## src/rtl/tmr_pkg.sv

```systemverilog
package tmr_pkg;
  localparam logic [2:0] A_CNT_LO = 3'd0;
  localparam logic [2:0] A_CNT_HI = 3'd1;
  localparam logic [2:0] A_CMP_LO = 3'd2;
  localparam logic [2:0] A_CMP_HI = 3'd3;
  localparam logic [2:0] A_CTL    = 3'd4;
  localparam logic [2:0] A_IRQ    = 3'd5;
  localparam logic [2:0] A_MODE   = 3'd6;

  typedef struct packed {
    logic       wide;     // 16-bit buffered access
    logic       rsvd;     // always 0
    logic [1:0] ps;       // prescaler exponent
    logic       link;     // timer feeds compare unit
    logic       nosync;   // external input not synchronised
    logic       ext;      // external count source
    logic       on;       // timer running
  } tctl_t;

  localparam logic [7:0] CTL_WMASK = 8'hBF;

  // period-clear is allowed except for unsynchronised external counting
  function automatic logic reset_allowed(input tctl_t c);
    return !(c.ext && c.nosync);
  endfunction
endpackage

```

## src/rtl/tmr_ext_sync.sv

```systemverilog
module tmr_ext_sync #(
  parameter int STAGES = 2
) (
  input  logic clk,
  input  logic rst_n,
  input  logic din,
  output logic rise
);
  logic [STAGES-1:0] sh_q;
  logic              last_q;

  always_ff @(posedge clk or negedge rst_n) begin
    if (!rst_n) begin
      sh_q   <= '0;
      last_q <= 1'b0;
    end else begin
      sh_q   <= {sh_q[STAGES-2:0], din};
      last_q <= sh_q[STAGES-1];
    end
  end

  assign rise = sh_q[STAGES-1] && !last_q;
endmodule

```

## src/rtl/tmr_prescale.sv

```systemverilog
module tmr_prescale #(
  parameter int SEL_W = 2
) (
  input  logic             clk,
  input  logic             rst_n,
  input  logic             pulse_in,
  input  logic             clr,
  input  logic [SEL_W-1:0] sel,
  output logic             pulse_out
);
  localparam int PRE_W = (1 << SEL_W) - 1;

  logic [PRE_W-1:0] pre_q;

  function automatic logic [PRE_W-1:0] top_of(input logic [SEL_W-1:0] s);
    return PRE_W'((1 << s) - 1);
  endfunction

  logic hit;
  assign hit       = pre_q >= top_of(sel);
  assign pulse_out = pulse_in && hit;

  always_ff @(posedge clk or negedge rst_n) begin
    if (!rst_n)        pre_q <= '0;
    else if (clr)      pre_q <= '0;
    else if (pulse_in) pre_q <= hit ? '0 : pre_q + 1'b1;
  end

  AST_PRESC_CLEARED: assert property (@(posedge clk) disable iff (!rst_n)
    clr |=> pre_q == '0);
endmodule

```

## src/rtl/tmr_match.sv

```systemverilog
module tmr_match #(
  parameter int W = 16
) (
  input  logic         clk,
  input  logic         rst_n,
  input  logic         inc,
  input  logic         arm,
  input  logic [W-1:0] cnt,
  input  logic [W-1:0] period,
  input  logic         adc_en,
  output logic         hit,
  output logic         trig
);
  assign hit = inc && arm && (cnt == period);

  always_ff @(posedge clk or negedge rst_n) begin
    if (!rst_n) trig <= 1'b0;
    else        trig <= hit && adc_en;
  end

  AST_TRIG_NEEDS_ADC: assert property (@(posedge clk) disable iff (!rst_n)
    trig |-> $past(adc_en) && $past(arm));
endmodule

```

## src/rtl/cmp_period_timer.sv

```systemverilog
module cmp_period_timer
  import tmr_pkg::*;
#(
  parameter int BYTE_W      = 8,
  parameter int SYNC_STAGES = 2
) (
  input  logic                clk,
  input  logic                rst_n,
  input  logic                bus_wr,
  input  logic                bus_rd,
  input  logic [2:0]          bus_addr,
  input  logic [BYTE_W-1:0]   bus_wdata,
  output logic [BYTE_W-1:0]   bus_rdata,
  input  logic                tick_int,
  input  logic                ext_cnt,
  input  logic                adc_en,
  output logic [2*BYTE_W-1:0] count,
  output logic                irq,
  output logic                adc_start
);
  localparam int CW = 2 * BYTE_W;

  tctl_t             ctl_q;
  logic [CW-1:0]     cnt_q, cmp_q;
  logic [BYTE_W-1:0] hi_wbuf_q, hi_rbuf_q;
  logic              flag_q, irq_en_q, sev_q;

  // bus decode
  logic wr_lo, wr_hi, tmr_load;
  logic [CW-1:0] load_val;
  assign wr_lo    = bus_wr && bus_addr == A_CNT_LO;
  assign wr_hi    = bus_wr && bus_addr == A_CNT_HI;
  assign tmr_load = wr_lo || (wr_hi && !ctl_q.wide);

  always_comb begin
    if (wr_lo) load_val = ctl_q.wide ? {hi_wbuf_q, bus_wdata}
                                     : {cnt_q[CW-1:BYTE_W], bus_wdata};
    else       load_val = {bus_wdata, cnt_q[BYTE_W-1:0]};
  end

  // count source
  logic ext_rise, src_pulse, inc_evt, match_evt, ovf_evt, arm;

  tmr_ext_sync #(.STAGES(SYNC_STAGES)) u_sync (
    .clk(clk), .rst_n(rst_n), .din(ext_cnt), .rise(ext_rise));

  assign src_pulse = ctl_q.on && (ctl_q.ext ? ext_rise : tick_int);

  tmr_prescale #(.SEL_W(2)) u_pre (
    .clk(clk), .rst_n(rst_n), .pulse_in(src_pulse), .clr(tmr_load),
    .sel(ctl_q.ps), .pulse_out(inc_evt));

  assign arm = ctl_q.link && sev_q && reset_allowed(ctl_q);

  tmr_match #(.W(CW)) u_match (
    .clk(clk), .rst_n(rst_n), .inc(inc_evt), .arm(arm), .cnt(cnt_q),
    .period(cmp_q), .adc_en(adc_en), .hit(match_evt), .trig(adc_start));

  assign ovf_evt = inc_evt && (&cnt_q) && !tmr_load;

  // counter
  always_ff @(posedge clk or negedge rst_n) begin
    if (!rst_n)         cnt_q <= '0;
    else if (tmr_load)  cnt_q <= load_val;
    else if (match_evt) cnt_q <= '0;
    else if (inc_evt)   cnt_q <= cnt_q + 1'b1;
  end

  // registers
  always_ff @(posedge clk or negedge rst_n) begin
    if (!rst_n) begin
      ctl_q     <= '0;
      cmp_q     <= '0;
      hi_wbuf_q <= '0;
      hi_rbuf_q <= '0;
      flag_q    <= 1'b0;
      irq_en_q  <= 1'b0;
      sev_q     <= 1'b0;
    end else begin
      if (bus_wr) begin
        case (bus_addr)
          A_CMP_LO: cmp_q[BYTE_W-1:0]  <= bus_wdata;
          A_CMP_HI: cmp_q[CW-1:BYTE_W] <= bus_wdata;
          A_CTL:    ctl_q <= tctl_t'(bus_wdata[7:0] & CTL_WMASK);
          A_IRQ:    irq_en_q <= bus_wdata[1];
          A_MODE:   sev_q <= bus_wdata[0];
          default:  ;
        endcase
      end
      if (wr_hi && ctl_q.wide) hi_wbuf_q <= bus_wdata;
      if (bus_rd && bus_addr == A_CNT_LO && ctl_q.wide)
        hi_rbuf_q <= cnt_q[CW-1:BYTE_W];
      if (ovf_evt)                          flag_q <= 1'b1;
      else if (bus_wr && bus_addr == A_IRQ) flag_q <= bus_wdata[0];
    end
  end

  always_comb begin
    bus_rdata = '0;
    case (bus_addr)
      A_CNT_LO: bus_rdata = cnt_q[BYTE_W-1:0];
      A_CNT_HI: bus_rdata = ctl_q.wide ? hi_rbuf_q : cnt_q[CW-1:BYTE_W];
      A_CMP_LO: bus_rdata = cmp_q[BYTE_W-1:0];
      A_CMP_HI: bus_rdata = cmp_q[CW-1:BYTE_W];
      A_CTL:    bus_rdata = BYTE_W'(ctl_q);
      A_IRQ:    bus_rdata = BYTE_W'({irq_en_q, flag_q});
      A_MODE:   bus_rdata = BYTE_W'(sev_q);
      default:  bus_rdata = '0;
    endcase
  end

  assign count = cnt_q;
  assign irq   = flag_q && irq_en_q;

  AST_WRITE_WINS: assert property (@(posedge clk) disable iff (!rst_n)
    tmr_load |=> cnt_q == $past(load_val));
  AST_MATCH_CLEARS: assert property (@(posedge clk) disable iff (!rst_n)
    (match_evt && !tmr_load) |=> cnt_q == '0);
  AST_OVF_FLAG: assert property (@(posedge clk) disable iff (!rst_n)
    ovf_evt |=> flag_q);
  AST_OFF_HOLDS: assert property (@(posedge clk) disable iff (!rst_n)
    (!ctl_q.on && !tmr_load) |=> $stable(cnt_q));
  AST_NO_UNSYNC_CLEAR: assert property (@(posedge clk) disable iff (!rst_n)
    (ctl_q.ext && ctl_q.nosync) |-> !match_evt);
endmodule

```

## config.mk

```make
export PLATFORM = sky130hd
export DESIGN_NAME = cmp_period_timer
export DESIGN_NICKNAME = d
export VERILOG_FILES = /design/src/rtl/tmr_pkg.sv /design/src/rtl/tmr_ext_sync.sv /design/src/rtl/tmr_prescale.sv /design/src/rtl/tmr_match.sv /design/src/rtl/cmp_period_timer.sv
export SDC_FILE = /design/constraint.sdc
export NUM_CORES = 1
export LEC_CHECK = 0
export ABC_AREA = 0
export BUFFER_PORTS_ARGS = -buffer_cell sky130_fd_sc_hd__clkbuf_2
export CAP_MARGIN = 40
export CORE_UTILIZATION = 53
export DETAILED_ROUTE_END_ITERATION = 10
export PLACE_DENSITY_LB_ADDON = 0.25
export SLEW_MARGIN = 20
export SYNTH_ARGS = -nofsm -noshare
export SYNTH_HDL_FRONTEND = slang
export SYNTH_SLANG_ARGS = --single-unit
```

## constraint.sdc

```tcl
create_clock -name clk -period 2.2 [get_ports clk]
set_input_delay 0.22 -clock clk [delete_from_list [all_inputs] [get_ports clk]]
set_output_delay 0.22 -clock clk [all_outputs]
set_load 0.02 [all_outputs]
```

==> impl_summary.md <==
Power
The final total power is 5.49 mW. The net switching power of the design is 2.21 mW. The switching share of power is 0.402.

Cell internal power was estimated by the tool at 3.29 mW. The worst vdd rail ir drop is 0.000484 V. The register share of total power is 0.345. The power density over the cells is 1150 mW/mm2. Of the total power, the clock network draws 0.212. The analysis attributes to cell leakage a power of 2.05 nW. The share of total power dissipated in combinational logic is 0.443.

Clocking
The deepest clock path buffer count is 2. The clock latency of the later-clocked register in the worst-skew pair is 340 ps. The clock tree root buffer cell is sky130_fd_sc_hd__clkbuf_8. TritonCTS built the clock tree. The number of buffers created by CTS is 9.

The sink count of the clock tree is 65. The clock slew seen by the registers of the worst setup and hold paths is 70 ps. Once the clock tree was built, the setup fixing pass inserted 0 buffers. The total number of H-tree levels is 3.

Synthesis
Synthesis handed over a netlist of 378 instances. The number of synthesis warnings is 0. The count of distinct cell types in the synthesized netlist is 51. The number of nets produced by synthesis is 401. The mean post-synth cell area is 10.1 um2. The flip-flop and latch count after synthesis is 65. The part of the Yosys area used for sequential elements is 0.427. In this run the cell area of the synthesized design comes to 0.00381 mm2.

Floorplan
For this design the top-level I/O count stands at 44. The initialized floorplan defines 30 standard-cell rows. The width of the chip is 86.8 um. The initial standard-cell utilization of the core is 0.554. The core region area is 0.00687 mm2. The chip height is 86.8 um.

The die area is 0.00753 mm2.

Timing
The tightest slew margin relative to the limit is 0.613. The number of pins exceeding their max-slew limit in the final report is 0. Between clock sinks in the finished design, the worst skew comes to 8.61 ps. The final hold violation count is 0. The worst path setup slack after routing is -46.3 ps.

The final worst-path cycle share is 1.02. The peak clock frequency supported by timing is 0.445 GHz. Setup total negative slack on the finished layout was measured at -46.3 ps. Setup violations remaining at the end of the flow were counted as 1. The transition at the pin with the smallest max-transition slack is 577 ps.

Setup repair after global routing could not meet its margin everywhere. The minimum clock period after layout is 2250 ps.

Critical path
The signal on the critical path passes through xor2_1, nor4_2, nand2_1, or4_4, buf_6, a31o_1, a21o_1. The highest fanout seen on the critical path is 5. The startpoint class of the critical path is a flop.

STA puts the critical path data required time at 2430 ps. The slowest stage of the critical path is the sky130_fd_sc_hd__or4_4 cell. At the worst endpoint, the arrival time is 2480 ps. Together, buffers and inverters on the worst path number 1. The type of the worst setup path is flop to flop. Among cell families on the critical path, the largest total delay comes from simple AND/OR/NAND/NOR gates. On the worst path, the slowest cell contributes a delay of 590 ps. The category of the worst setup path capture point is a flop.

Global routing
The number of antenna violations at the first check in global routing is 0. The residual overflow from global routing is 0. The global-route wire length before repair is 18400 um.

The total track usage is 0.332. Entering global routing, the biggest net connects 45 pins. The via count of the first global-routing pass is 3424.

Routing
For this block, the routed nets add up to 11400 um of wire. Summing over every cut layer, the via total after detailed routing is 3431. In the routed design, unresolved DRC markers number 0. The via count normalized by instance count is 6.13.

The first detailed-routing pass ran for 5 iterations. In this run, the number of DRC markers left after iteration 0 of detailed routing was 410. The count of antenna-violating nets left after detailed routing is 0. In the final routed layout, each cell accounts on average for 20.3 um.

Final layout
The most common cell after layout, fill and taps aside is sky130_fd_sc_hd__dfrtp_1. The layout-stage area growth over the synthesis result is 25.5%. The proportion of layout cells with a drive suffix above 1 is 0.381.

The total inserted antenna cells is 0. The final net count is 482. In the layout the commonest cells are sky130_fd_sc_hd__dfrtp_1 (64), sky130_fd_sc_hd__buf_4 (46), sky130_fd_sc_hd__clkbuf_2 (42), sky130_fd_sc_hd__mux2_2 (40), sky130_fd_sc_hd__nand2_1 (36).

Placement
The HPWL reported at the end of detailed placement is 8230 um. The number of I/O port buffers is 43. The last weighted congestion value of the routability-driven placer is 0.957.

Run
The max-cap violation count is 0.

Status
The flow ran to the end, but the final reports show violations. The final reports fail on setup timing.

Hold path
The tightest min-delay check is of the input pin to flop type.
-- per-layer routing --
metal | up-vias | part of all wire | GRT usage
met5 | - | 0 | 0
met4 | 0 | 0.027 | 0.138
met3 | 28 | 0.080 | 0.0524
met2 | 174 | 0.46 | 0.512
met1 | 1676 | 0.43 | 0.468
li1 | 1553 | - | -
-- cell families (layout without fill, tap and decap cells) --
| kind of cell | after synthesis | after routing | share of synthesized area |
|---|---|---|---|
| flip-flops | 65 | 65 | 0.427 |
| XOR/XNOR | 19 | 19 | 0.0437 |
| AO/OA/AOI/OAI | 89 | 89 | 0.157 |
| buffers and inverters | 39 | 125 | 0.0457 |
| multiplexers | 54 | 54 | 0.162 |
| AND/OR/NAND/NOR | 107 | 107 | 0.148 |
| adder cells (fa/ha/maj) | 5 | 5 | 0.0164 |
-- stage by stage --
| stage | hold slack (ps) | utilization | cells | instance area [um2] | worst slack, ps |
|---|---|---|---|---|---|
| after global placement | 220 | 0.640 | 540 | 4400 | -0.808 |
| final | 64.5 | 0.695 | 560 | 4780 | -46.3 |
| after CTS | 69.2 | 0.681 | 560 | 4680 | 13.4 |
| after detailed placement | 238 | 0.640 | 540 | 4400 | -46.4 |
| after floorplan | -75.6 | - | 378 | 3820 | 1.89 |
| after global routing | 78.4 | 0.695 | 560 | 4780 | -110 |
-- area by class of cell --
class / count / area (um2)
Multi-Input combinational cell: 274 / 2120
Fill cell: 540 / 2090
Sequential cell: 65 / 1630
Timing Repair Buffer: 94 / 623
Clock buffer: 10 / 138
Tap cell: 96 / 120
Clock inverter: 6 / 91.3
Inverter: 15 / 56.3
-- worst register-to-register path, delay by kind of cell, from the launching register on --
kind	cells	cell delay (ps)
simple gates	3	1020
xor+xnor	1	200
compound gates	2	350
flops	1	420
buf+inv	1	160
-- sequential cells by signal, summed over array words and instances (netlist names) --
register and flops:
cmp_q 16, count 16, hi_rbuf_q 8, hi_wbuf_q 8, ctl_q 7, u_pre.pre_q 3, u_sync.sh_q 2, flag_q 1
irq_en_q 1, sev_q 1, u_match.trig 1, u_sync.last_q 1
-- synthesized netlist by cell type (all sizes together) --
cell	number	area (um2)
o32ai	1	8.76
nand2b	4	25.0
dfrtp	65	1630
a211o	1	8.76
o41ai	1	8.76
or3	5	31.3
a31oi	9	56.3
clkbuf	15	56.3
nor2	12	45.0
nand4b	3	26.3
a41oi	1	8.76
xor2	14	123
mux2i	12	120
nand4	3	18.8
nand3	10	50.1
a211oi	9	67.6
nand2	36	135
nor2b	4	25.0
inv	15	56.3
o31ai	1	7.51
o21ai	11	58.8
a21oi	19	95.1
o221ai	1	8.76
mux4	2	45.0
nor3	12	65.1
nor3b	2	20.0
a21bo	1	10.0
a21o	3	22.5
or4	1	7.51
ha	5	62.6
or2	4	25.0
nor4	8	68.8
a22o	4	35.0
a32oi	1	8.76
o21bai	4	30.0
a221o	5	50.1
o22ai	13	81.3
a22oi	3	22.5
buf	9	61.3
and2	1	6.26
nand3b	2	15.0
a31o	1	8.76
mux2	40	450
xnor2	5	43.8
-- worst paths after layout --
path                                          start                         end  slack (ps)  cells past startpoint
max in group asynchronous                     rst_n        count[3]$_DFFE_PN0P_        1160                      3
max                            cmp_q[8]$_DFFE_PN0P_        count[3]$_DFFE_PN0P_         -50                      7
min                                          adc_en      u_match.trig$_DFF_PN0_          60                      3
max reg2reg                    cmp_q[8]$_DFFE_PN0P_        count[3]$_DFFE_PN0P_         -50                      7
min in group asynchronous                     rst_n  u_pre.pre_q[0]$_DFFE_PN0P_         400                      2
min reg2reg                u_sync.sh_q[0]$_DFF_PN0_    u_sync.sh_q[1]$_DFF_PN0_         350                      0
-- power by group through the flow --
stage               combinational, mW  sequential, mW  clock, mW
finish                           2.44            1.89       1.16
global route                     2.63            1.93       1.23
CTS                              2.33            1.89       1.16
detailed placement               2.29            1.91          0
global placement                 2.23            1.89          0
floorplan                        1.24            2.03          0
-- repair_timing --
item                       CTS  global route
hold buffers                 2             0
hold endpoints to repair    22             0
pin swaps                    0             4
gates resized for setup      4            17
setup endpoints to repair    7            18
cloned                       2             0
Power figures use the tool's default switching activity.
